--- config.mk ---
export PLATFORM = sky130hd
export DESIGN_NAME = irq_redir_regs
export DESIGN_NICKNAME = d
export VERILOG_FILES = /design/src/rtl/irq_redir_pkg.sv /design/src/rtl/irq_redir_decode.sv /design/src/rtl/irq_redir_table.sv /design/src/rtl/irq_redir_rdmux.sv /design/src/rtl/irq_redir_regs.sv
export SDC_FILE = /design/constraint.sdc
export NUM_CORES = 2
export LEC_CHECK = 0
export ABC_CLOCK_PERIOD_IN_PS = 6600
export BUFFER_PORTS_ARGS = -buffer_cell sky130_fd_sc_hd__buf_2
export CAP_MARGIN = 10
export CORE_AREA = 4 4 631 633
export DETAILED_ROUTE_END_ITERATION = 6
export DIE_AREA = 0 0 635 637
export GPL_TIMING_DRIVEN = 1
export MAX_ROUTING_LAYER = met4
export PLACE_DENSITY = 0.35
export SETUP_SLACK_MARGIN = 0.1
export SKIP_CTS_REPAIR_TIMING = 1
export SLEW_MARGIN = 10
export SYNTH_ARGS = -nofsm -noshare
export SYNTH_HDL_FRONTEND = slang
export SYNTH_SLANG_ARGS = --single-unit
export TNS_END_PERCENT = 100
--- constraint.sdc ---
create_clock -name clk -period 6.6 [get_ports clk]
set_clock_uncertainty 0.2 [all_clocks]
set_input_delay 0.99 -clock clk [delete_from_list [all_inputs] [get_ports clk]]
set_output_delay 0.99 -clock clk [all_outputs]
set_load 0.02 [all_outputs]
--- src/rtl/irq_redir_pkg.sv ---
package irq_redir_pkg;
  localparam int unsigned DATA_W = 32;
  localparam int unsigned ENTRY_W = 64;
  localparam int unsigned SEL_W = 8;

  localparam logic [7:0] OFS_SEL = 8'h00;
  localparam logic [7:0] OFS_WIN = 8'h10;

  localparam logic [SEL_W-1:0] IDX_ID = 8'h00;
  localparam logic [SEL_W-1:0] IDX_VER = 8'h01;
  localparam logic [SEL_W-1:0] IDX_ARB = 8'h02;
  localparam logic [SEL_W-1:0] IDX_TBL = 8'h10;

  localparam logic [7:0] VERSION_CODE = 8'h11;
  localparam logic [ENTRY_W-1:0] ENTRY_RST = 64'h0000_0000_0001_0000;

  typedef enum logic [2:0] {
    TGT_NONE,
    TGT_ID,
    TGT_VER,
    TGT_ARB,
    TGT_TBL
  } tgt_e;

  typedef struct packed {
    tgt_e             tgt;
    logic             hi;
    logic [SEL_W-1:0] ent;
  } sel_dec_t;
endpackage

--- src/rtl/irq_redir_decode.sv ---
module irq_redir_decode
  import irq_redir_pkg::*;
#(
  parameter int unsigned NUM_ENTRIES = 24
) (
  input  logic [SEL_W-1:0] sel,
  output sel_dec_t         dec
);
  localparam int unsigned SPAN = 2 * NUM_ENTRIES;

  logic [SEL_W:0] rel;

  always_comb begin
    rel = {1'b0, sel} - {1'b0, IDX_TBL};
    dec = '{tgt: TGT_NONE, hi: 1'b0, ent: '0};
    if (sel == IDX_ID) begin
      dec.tgt = TGT_ID;
    end else if (sel == IDX_VER) begin
      dec.tgt = TGT_VER;
    end else if (sel == IDX_ARB) begin
      dec.tgt = TGT_ARB;
    end else if (sel >= IDX_TBL && 32'(rel) < SPAN) begin
      dec.tgt = TGT_TBL;
      dec.hi  = rel[0];
      dec.ent = rel[SEL_W:1];
    end
  end
endmodule

--- src/rtl/irq_redir_table.sv ---
module irq_redir_table
  import irq_redir_pkg::*;
#(
  parameter int unsigned NUM_ENTRIES = 24
) (
  input  logic                           clk,
  input  logic                           rst,
  input  logic                           wr_en,
  input  logic                           wr_hi,
  input  logic [SEL_W-1:0]               wr_ent,
  input  logic [DATA_W-1:0]              wr_data,
  output logic [NUM_ENTRIES*ENTRY_W-1:0] entries
);
  for (genvar g = 0; g < NUM_ENTRIES; g++) begin : g_ent
    logic hit;
    assign hit = wr_en && (wr_ent == SEL_W'(g));

    always_ff @(posedge clk) begin
      if (rst) begin
        entries[g*ENTRY_W +: ENTRY_W] <= ENTRY_RST;
      end else if (hit) begin
        if (wr_hi) begin
          entries[g*ENTRY_W+DATA_W +: DATA_W] <= wr_data;
        end else begin
          entries[g*ENTRY_W +: DATA_W] <= wr_data;
        end
      end
    end
  end
endmodule

--- src/rtl/irq_redir_rdmux.sv ---
module irq_redir_rdmux
  import irq_redir_pkg::*;
#(
  parameter int unsigned NUM_ENTRIES = 24
) (
  input  logic                           clk,
  input  logic                           rst,
  input  logic                           rd_en,
  input  logic [7:0]                     ofs,
  input  logic [SEL_W-1:0]               sel,
  input  sel_dec_t                       dec,
  input  logic [7:0]                     id,
  input  logic [NUM_ENTRIES*ENTRY_W-1:0] entries,
  output logic [DATA_W-1:0]              rdata
);
  localparam logic [7:0] MAX_ENT = 8'(NUM_ENTRIES - 1);
  localparam logic [DATA_W-1:0] VER_WORD = {8'h00, MAX_ENT, 8'h00, VERSION_CODE};

  logic [ENTRY_W-1:0] ent_pick;
  logic [DATA_W-1:0]  win_val;
  logic [DATA_W-1:0]  nxt;

  always_comb begin
    ent_pick = '0;
    for (int i = 0; i < NUM_ENTRIES; i++) begin
      if (dec.ent == SEL_W'(i)) ent_pick = entries[i*ENTRY_W +: ENTRY_W];
    end
  end

  always_comb begin
    unique case (dec.tgt)
      TGT_ID:  win_val = {id, 24'h0};
      TGT_VER: win_val = VER_WORD;
      TGT_TBL: win_val = dec.hi ? ent_pick[ENTRY_W-1:DATA_W] : ent_pick[DATA_W-1:0];
      default: win_val = '0;
    endcase
  end

  always_comb begin
    if (ofs == OFS_SEL)      nxt = {{(DATA_W-SEL_W){1'b0}}, sel};
    else if (ofs == OFS_WIN) nxt = win_val;
    else                     nxt = '0;
  end

  always_ff @(posedge clk) begin
    if (rst)        rdata <= '0;
    else if (rd_en) rdata <= nxt;
  end
endmodule

--- src/rtl/irq_redir_regs.sv ---
module irq_redir_regs
  import irq_redir_pkg::*;
#(
  parameter int unsigned NUM_ENTRIES = 24,
  parameter int unsigned ADDR_W = 12
) (
  input  logic                           clk,
  input  logic                           rst,
  input  logic [ADDR_W-1:0]              bus_addr,
  input  logic                           bus_wr,
  input  logic                           bus_rd,
  input  logic [DATA_W-1:0]              bus_wdata,
  output logic [DATA_W-1:0]              bus_rdata,
  output logic [NUM_ENTRIES*ENTRY_W-1:0] entries_o,
  output logic                           rescan_o
);
  logic [7:0]       ofs;
  logic [SEL_W-1:0] sel_q;
  logic [7:0]       id_q;
  sel_dec_t         dec;
  logic             win_wr;
  logic             tbl_wr;

  assign ofs    = bus_addr[7:0];
  assign win_wr = bus_wr && (ofs == OFS_WIN);
  assign tbl_wr = win_wr && (dec.tgt == TGT_TBL);

  irq_redir_decode #(.NUM_ENTRIES(NUM_ENTRIES)) u_dec (
    .sel (sel_q),
    .dec (dec)
  );

  always_ff @(posedge clk) begin
    if (rst) begin
      sel_q    <= '0;
      id_q     <= '0;
      rescan_o <= 1'b0;
    end else begin
      if (bus_wr && ofs == OFS_SEL) sel_q <= bus_wdata[SEL_W-1:0];
      if (win_wr && dec.tgt == TGT_ID) id_q <= bus_wdata[31:24];
      rescan_o <= tbl_wr;
    end
  end

  irq_redir_table #(.NUM_ENTRIES(NUM_ENTRIES)) u_tbl (
    .clk     (clk),
    .rst     (rst),
    .wr_en   (tbl_wr),
    .wr_hi   (dec.hi),
    .wr_ent  (dec.ent),
    .wr_data (bus_wdata),
    .entries (entries_o)
  );

  irq_redir_rdmux #(.NUM_ENTRIES(NUM_ENTRIES)) u_rd (
    .clk     (clk),
    .rst     (rst),
    .rd_en   (bus_rd),
    .ofs     (ofs),
    .sel     (sel_q),
    .dec     (dec),
    .id      (id_q),
    .entries (entries_o),
    .rdata   (bus_rdata)
  );
endmodule

Yosys cells after proc, flatten, opt, wreduce, memory -nomap -nowiden
Cells that the tools add are included.
Widths: inputs -> output; s select.
{ "word_totals": {"ff_bits": 1585, "latchBits": 0, "mem_bits_rw": 0, "rom_bits": 0, "in_bits": 48, "word_cells": 200, "memories": 0} }
{ "classes": {"addsub": 1, "multipliers": 0, "n_div": 0, "order_cmp": 2, "n_eq_ne": 29, "n_shift": 0, "n_mux": 35, "bitwise_logic": 1, "n_reduce_logical": 80} }
{ "ops": {"columns": ["operator", "n"], "rows": [
  ["$mux 64", 24],
  ["$mux 32", 3],
  ["$pmux 32 s3", 1],
  ["$reduce_and 2->1", 48],
  ["$eq 8x5->1 const B", 9],
  ["$eq 8x4->1 const B", 8],
  ["$eq 8x3->1 const B", 4],
  ["$logic_and 1x1->1", 29],
  ["$mux 9", 3],
  ["$eq 8x2->1 const B", 3],
  ["$logic_not 8->1", 3],
  ["$eq 8x1->1 const B", 2],
  ["$mux 12", 1],
  ["$lt 9x6->1 const B", 1],
  ["$mux 3", 3],
  ["$sub 8x5->9 const B", 1],
  ["$ge 8x5->1 const B", 1],
  ["$eq 3x1->1 const B", 1],
  ["$eq 3x2->1 const B", 1],
  ["$eq 3x3->1 const B", 1],
  ["$not 1->1", 1]
]} }

Depth between registers and ports, before layout
{ "depth": {"word_depth": 36, "ltp_mapped": 17} }

Modules after synthesis
Synthesis repeated with hierarchy kept, for this count alone.
{ "hier_totals": {"hier_cells": 7460, "area_unflattened_um2": 74431.4} }
{ "modules_own_cells": {"columns": ["module", "instances", "cells_per_inst", "area_each_um2", "seq_area_each_um2"], "rows": [
  ["irq_redir_table", 1, 5203, 58725.1, 30749.5],
  ["irq_redir_rdmux", 1, 2143, 14660.3, 640.6],
  ["irq_redir_regs", 1, 86, 830.8, 340.3],
  ["irq_redir_decode", 1, 28, 215.2, 0.0]
]} }

Worst setup path after synthesis
OpenSTA, ideal clock, no wires.
{ "synth_timing": {"path_kind": "reg-to-reg", "from": "register sel_q[4]", "to": "register u_rd.rdata[3]", "setup_time_ns": 0.129, "arrival_ns": 3.375, "slack_ns": 2.896, "path_stages_with_launch": 15, "n_path_buf": 3, "cell_sequence": "dfxtp_1 -> clkbuf_1 -> inv_1 -> ha_1 -> or3b_1 -> a211oi_4 -> nor2_2 -> or2_1 -> buf_2 -> buf_2 -> a222oi_1 -> a21oi_1 -> o21a_1 -> a2111oi_0 -> o21ai_1"} }
{ "synth_between": {"elab_chain_len": 36} }
{ "synth_rtl": {"columns": ["element", "line", "rtl"], "rows": [
  ["from (decl)", "irq_redir_regs.sv:18", "logic [SEL_W-1:0] sel_q;"],
  ["from (signal assigned)", "irq_redir_regs.sv:39", "if (bus_wr && ofs == OFS_SEL) sel_q <= bus_wdata[SEL_W-1:0];"],
  ["$sub 8x5->9", "irq_redir_decode.sv:14", "rel = {1'b0, sel} - {1'b0, IDX_TBL};"],
  ["$lt 9x6->1", "irq_redir_decode.sv:22", "end else if (sel >= IDX_TBL && 32'(rel) < SPAN) begin"],
  ["$logic_and 1x1->1", "irq_redir_decode.sv:22", null],
  ["$mux 12", "irq_redir_decode.sv:22", null],
  ["$mux 9", "irq_redir_decode.sv:20", "end else if (sel == IDX_ARB) begin"],
  ["$mux 9", "irq_redir_decode.sv:18", "end else if (sel == IDX_VER) begin"],
  ["$mux 9", "irq_redir_decode.sv:16", "if (sel == IDX_ID) begin"],
  ["$logic_not 8->1", "irq_redir_rdmux.sv:26", "if (dec.ent == SEL_W'(i)) ent_pick = entries[i*ENTRY_W +: ENTRY_W];"],
  ["$mux 64 (24 in series)", "irq_redir_rdmux.sv:26", null],
  ["$mux 32", "irq_redir_rdmux.sv:34", "TGT_TBL: win_val = dec.hi ? ent_pick[ENTRY_W-1:DATA_W] : ent_pick[DATA_W-1:0];"],
  ["$pmux 32 s3 (*)", "irq_redir_rdmux.sv:31", "unique case (dec.tgt)"],
  ["$mux 32 (*)", "irq_redir_rdmux.sv:41", "else if (ofs == OFS_WIN) nxt = win_val;"],
  ["$mux 32 (*)", "irq_redir_rdmux.sv:40", "if (ofs == OFS_SEL) nxt = {{(DATA_W-SEL_W){1'b0}}, sel};"],
  ["to (signal assigned)", "irq_redir_rdmux.sv:47", "else if (rd_en) rdata <= nxt;"],
  ["to (decl)", "irq_redir_rdmux.sv:14", "output logic [DATA_W-1:0] rdata"]
]} }
Every way passes the cells marked *; elsewhere a longest branch is shown, timed or not.
A chain may end at the register's enable or synchronous reset.

Worst setup path after layout
{ "layout_timing": {"from": "register sel_q[4]", "to": "register u_rd.rdata[4]"} }
{ "layout_between": {"elab_chain_len": 36} }
{ "layout_rtl": {"columns": ["element", "line"], "rows": [
  ["$sub 8x5->9", "irq_redir_decode.sv:14"],
  ["$lt 9x6->1", "irq_redir_decode.sv:22"],
  ["$logic_and 1x1->1", "irq_redir_decode.sv:22"],
  ["$mux 12", "irq_redir_decode.sv:22"],
  ["$mux 9", "irq_redir_decode.sv:20"],
  ["$mux 9", "irq_redir_decode.sv:18"],
  ["$mux 9", "irq_redir_decode.sv:16"],
  ["$logic_not 8->1", "irq_redir_rdmux.sv:26"],
  ["$mux 64 (24 in series)", "irq_redir_rdmux.sv:26"],
  ["$mux 32", "irq_redir_rdmux.sv:34"],
  ["$pmux 32 s3", "irq_redir_rdmux.sv:31"],
  ["$mux 32", "irq_redir_rdmux.sv:41"],
  ["$mux 32 (*)", "irq_redir_rdmux.sv:40"]
]} }
Marked as above.

==> results.md <==
- Crit-path cells: inv_1, ha_1, inv_1, a211o_2, buf_4, a21oi_4, buf_4, o21ai_0, a31oi_1, a2111oi_2, o41a_1, o32ai_1
- Initial core utilization: 16.83%
- Filler Cells Inserted: 43720
- Top Usage Layer GRT: met2
- Clk Tree Root Cell: clkbuf_16
- Outcome: finished, final reports clean
- CP max FO: 13
- Nets@finish: 10260
- Largest net degree at the start of global routing: 186
- CTS sink cnt: 1585
- Hold Fails Final Rpt: 0
- GRT overflow: 0
- Die Area: 0.4045 mm^2
- Logic pwr share: 3.2%
- Post-synth ARST share: 0%
- Net Sw Frac: 26.14%
- Synthesized instance count: just under 9000
- Remaining antenna violation count: 0
- TritonCTS clock tree: built
- Routing usage on met1: 43.16%
- Vias per cell: approximately 5.3
- CP max-delay cell: a2111oi_2
- Total wire length: 787200 um
- Max Cap Violations: 0
- Worst Hold Class: reg2reg
- Crit end category: flop
- First-pass GRT wire length: slightly below 1000000 um
- H-tree depth: 4
- Placer Congestion: between 1 and 1.5
- Vias in the first global route: 73470
- Layout area overhead: 35.22%
- Initial antenna violation count: around 110
- Vias: 83580
- Flops & latches, synth: 1585
- Core Footprint: 0.3920 mm^2
- Routed len/inst: 50.31 um
- Top cell types by occurrence after synthesis: nand2_1 (3315), a21oi_1 (1657), dfxtp_1 (1585)
- CP required: 7220 ps
- Maximum clock path buffer count: 4
- Fmax: 0.1594 GHz
- Setup violators final: 0
- Critical path launch point type: flop
- Sequential share of the synthesized area: 48.11%
- DR pass1 iterations: 7
- GR Util met2: between 50% and 60%
- Cell Area, Synth: 0.06596 mm^2
- Met3 usage: 13.38%
- Share of power burned in registers: between 40% and 50%
- Share of layout cells above drive strength 1: around a quarter
- Most area-consuming cells after synthesis: dfxtp_1 (48%), nand2_1 (19%), a21oi_1 (13%)
- Synth Flop Type: dfxtp_1
- Die W: between 600 and 700 um
- Total CTS buffers: 207
- Most common cell in the netlist: nand2_1
- Critical path's largest stage delay: 1310 ps
- Critical path class: reg2reg
- Clk_lat worst skew: around 980 ps
- Post-synth EDFFs: 0
- Max Slew Vio Count: 0
- Synth area leader: dfxtp_1
- TNS Setup: 0 ps
- Io pins: approximately 1600
- FP Rows: 230
- Total global routing track utilization: a little under two fifths
- Register area: 0.03173 mm^2
- Worst VDD drop: 199.2 uV
- DP Wirelength: 602000 um
- P_leak: 33.82 nW
- Worst EP arrival: ~6900 ps
- Clock transition at path regs: ~60 ps
- Worst slew pin tran: 1435 ps
- Mean Syn Cell Area: roughly 7.5 um^2
- Pint: 0.01668 W
- Synthesized net count: 8877
- Clock power share: about 54%
- Place WS: 601.2 ps
- Unique masters post-synth: 84
- Final worst path period need: 6274 ps
- Ys Warns: 0
- Initial DRC count: 14290
- Slew headroom: 4.323%
- Tcrit/Tclk final: 95.07%
- RSZ-0062 raised after global routing: no
- IO Port Bufs: between 1500 and 2000
- Final setup margin: 325.6 ps
- Pwr Density: 253.1 mW/mm^2
- Post-synth top area share: 48.11%
- DRC: 0
- Height of the die: 637 um
- NetSw: 0.005902 W
- Area occupied by multi-input gates: ~0.032 mm^2
[placed cells by master, fill, tap and decap left out, drive strengths merged, types with 24 or more instances in the layout]
master and instances:
nand2 3315, a211oi 31, o221ai 32, nor3 45, a221oi 134, nor2 180, a221o 25, dfxtp 1585
a31oi 24, nand3 104, a22o 81, clkbuf 314, clkinv 31, a22oi 226, buf 2020, o22ai 41
a21oi 1662, nand4 47, diode 59, o21ai 117, a222oi 60
[power groups by stage]
stage / Clock, W / Sequential, W / Combinational [W]
final: 0.0123 / 0.00957 / 0.000728
after global routing: 0.0127 / 0.00956 / 0.000697
after CTS: 0.0123 / 0.00957 / 0.000700
after detailed placement: 0 / 0.00978 / 0.000699
after global placement: 0 / 0.00978 / 0.000698
after floorplan: 0 / 0.00978 / 0.000264
[critical path, delay by kind of cell (launching register included)]
family,cells,cell delay [ps]
DFF,1,580
adders and majority gates,1,500
AOI/OAI and AO/OA,7,3590
buffers and inverters,4,1230
[metal layers]
metal / up-vias / routed length [um]
met5: - / 0
met4: 0 / 68680
met3: 1277 / 89160
met2: 6563 / 336200
met1: 42660 / 293200
li1: 33080 / -
[stage by stage]
stage,hold slack (ps),instance area [um^2],power (W),util (%),std cells
floorplan,264.3,65960,0.01004,-,8827
CTS,258.1,89020,0.02260,22.71,15590
detailed placement,245.8,81990,0.01048,20.92,15220
finish,264.8,89190,0.02258,22.76,15650
global route,285.2,89130,0.02292,22.74,15620
global placement,248.4,81920,0.01048,20.90,15220
[area by class of cell]
cell class	count	area share, %
Multi-Input combinational cell	6383	35.65
Clock buffer	313	6.906
Tap cell	5220	7.323
Clock inverter	53	0.9792
Antenna cell	59	0.1655
Timing Repair Buffer	2022	13.35
Sequential cell	1585	35.58
Inverter	11	0.04629
[path summary, 6_finish.rpt]
path                            slack, ps  cells past startpoint        endpoint      startpoint
worst max-delay path                  330                     12   u_rd.rdata[4]        sel_q[4]
worst min-delay path                  260                      2  u_rd.rdata[14]  u_rd.rdata[14]
worst max register to register        330                     12   u_rd.rdata[4]        sel_q[4]
worst min register to register        260                      2  u_rd.rdata[14]  u_rd.rdata[14]
[sequential cells by signal, indices dropped and copies added, names as in the netlist]
| signal | cells |
|---|---|
| sel_q | 8 |
| id_q | 8 |
| u_tbl.entries | 1536 |
| u_rd.rdata | 32 |
| rescan_o | 1 |
[cell families after synthesis]
logic type	after synthesis	synth area share (%)
multiplexers	16	0.2485
buffers and inverters	859	5.372
AO/OA/AOI/OAI	2589	23.84
flip-flops	1585	48.11
AND/OR/NAND/NOR	3775	22.38
XOR/XNOR	1	0.01328
adder cells (fa/ha/maj)	2	0.03793
No activity file was read; power rests on OpenSTA's default activity.
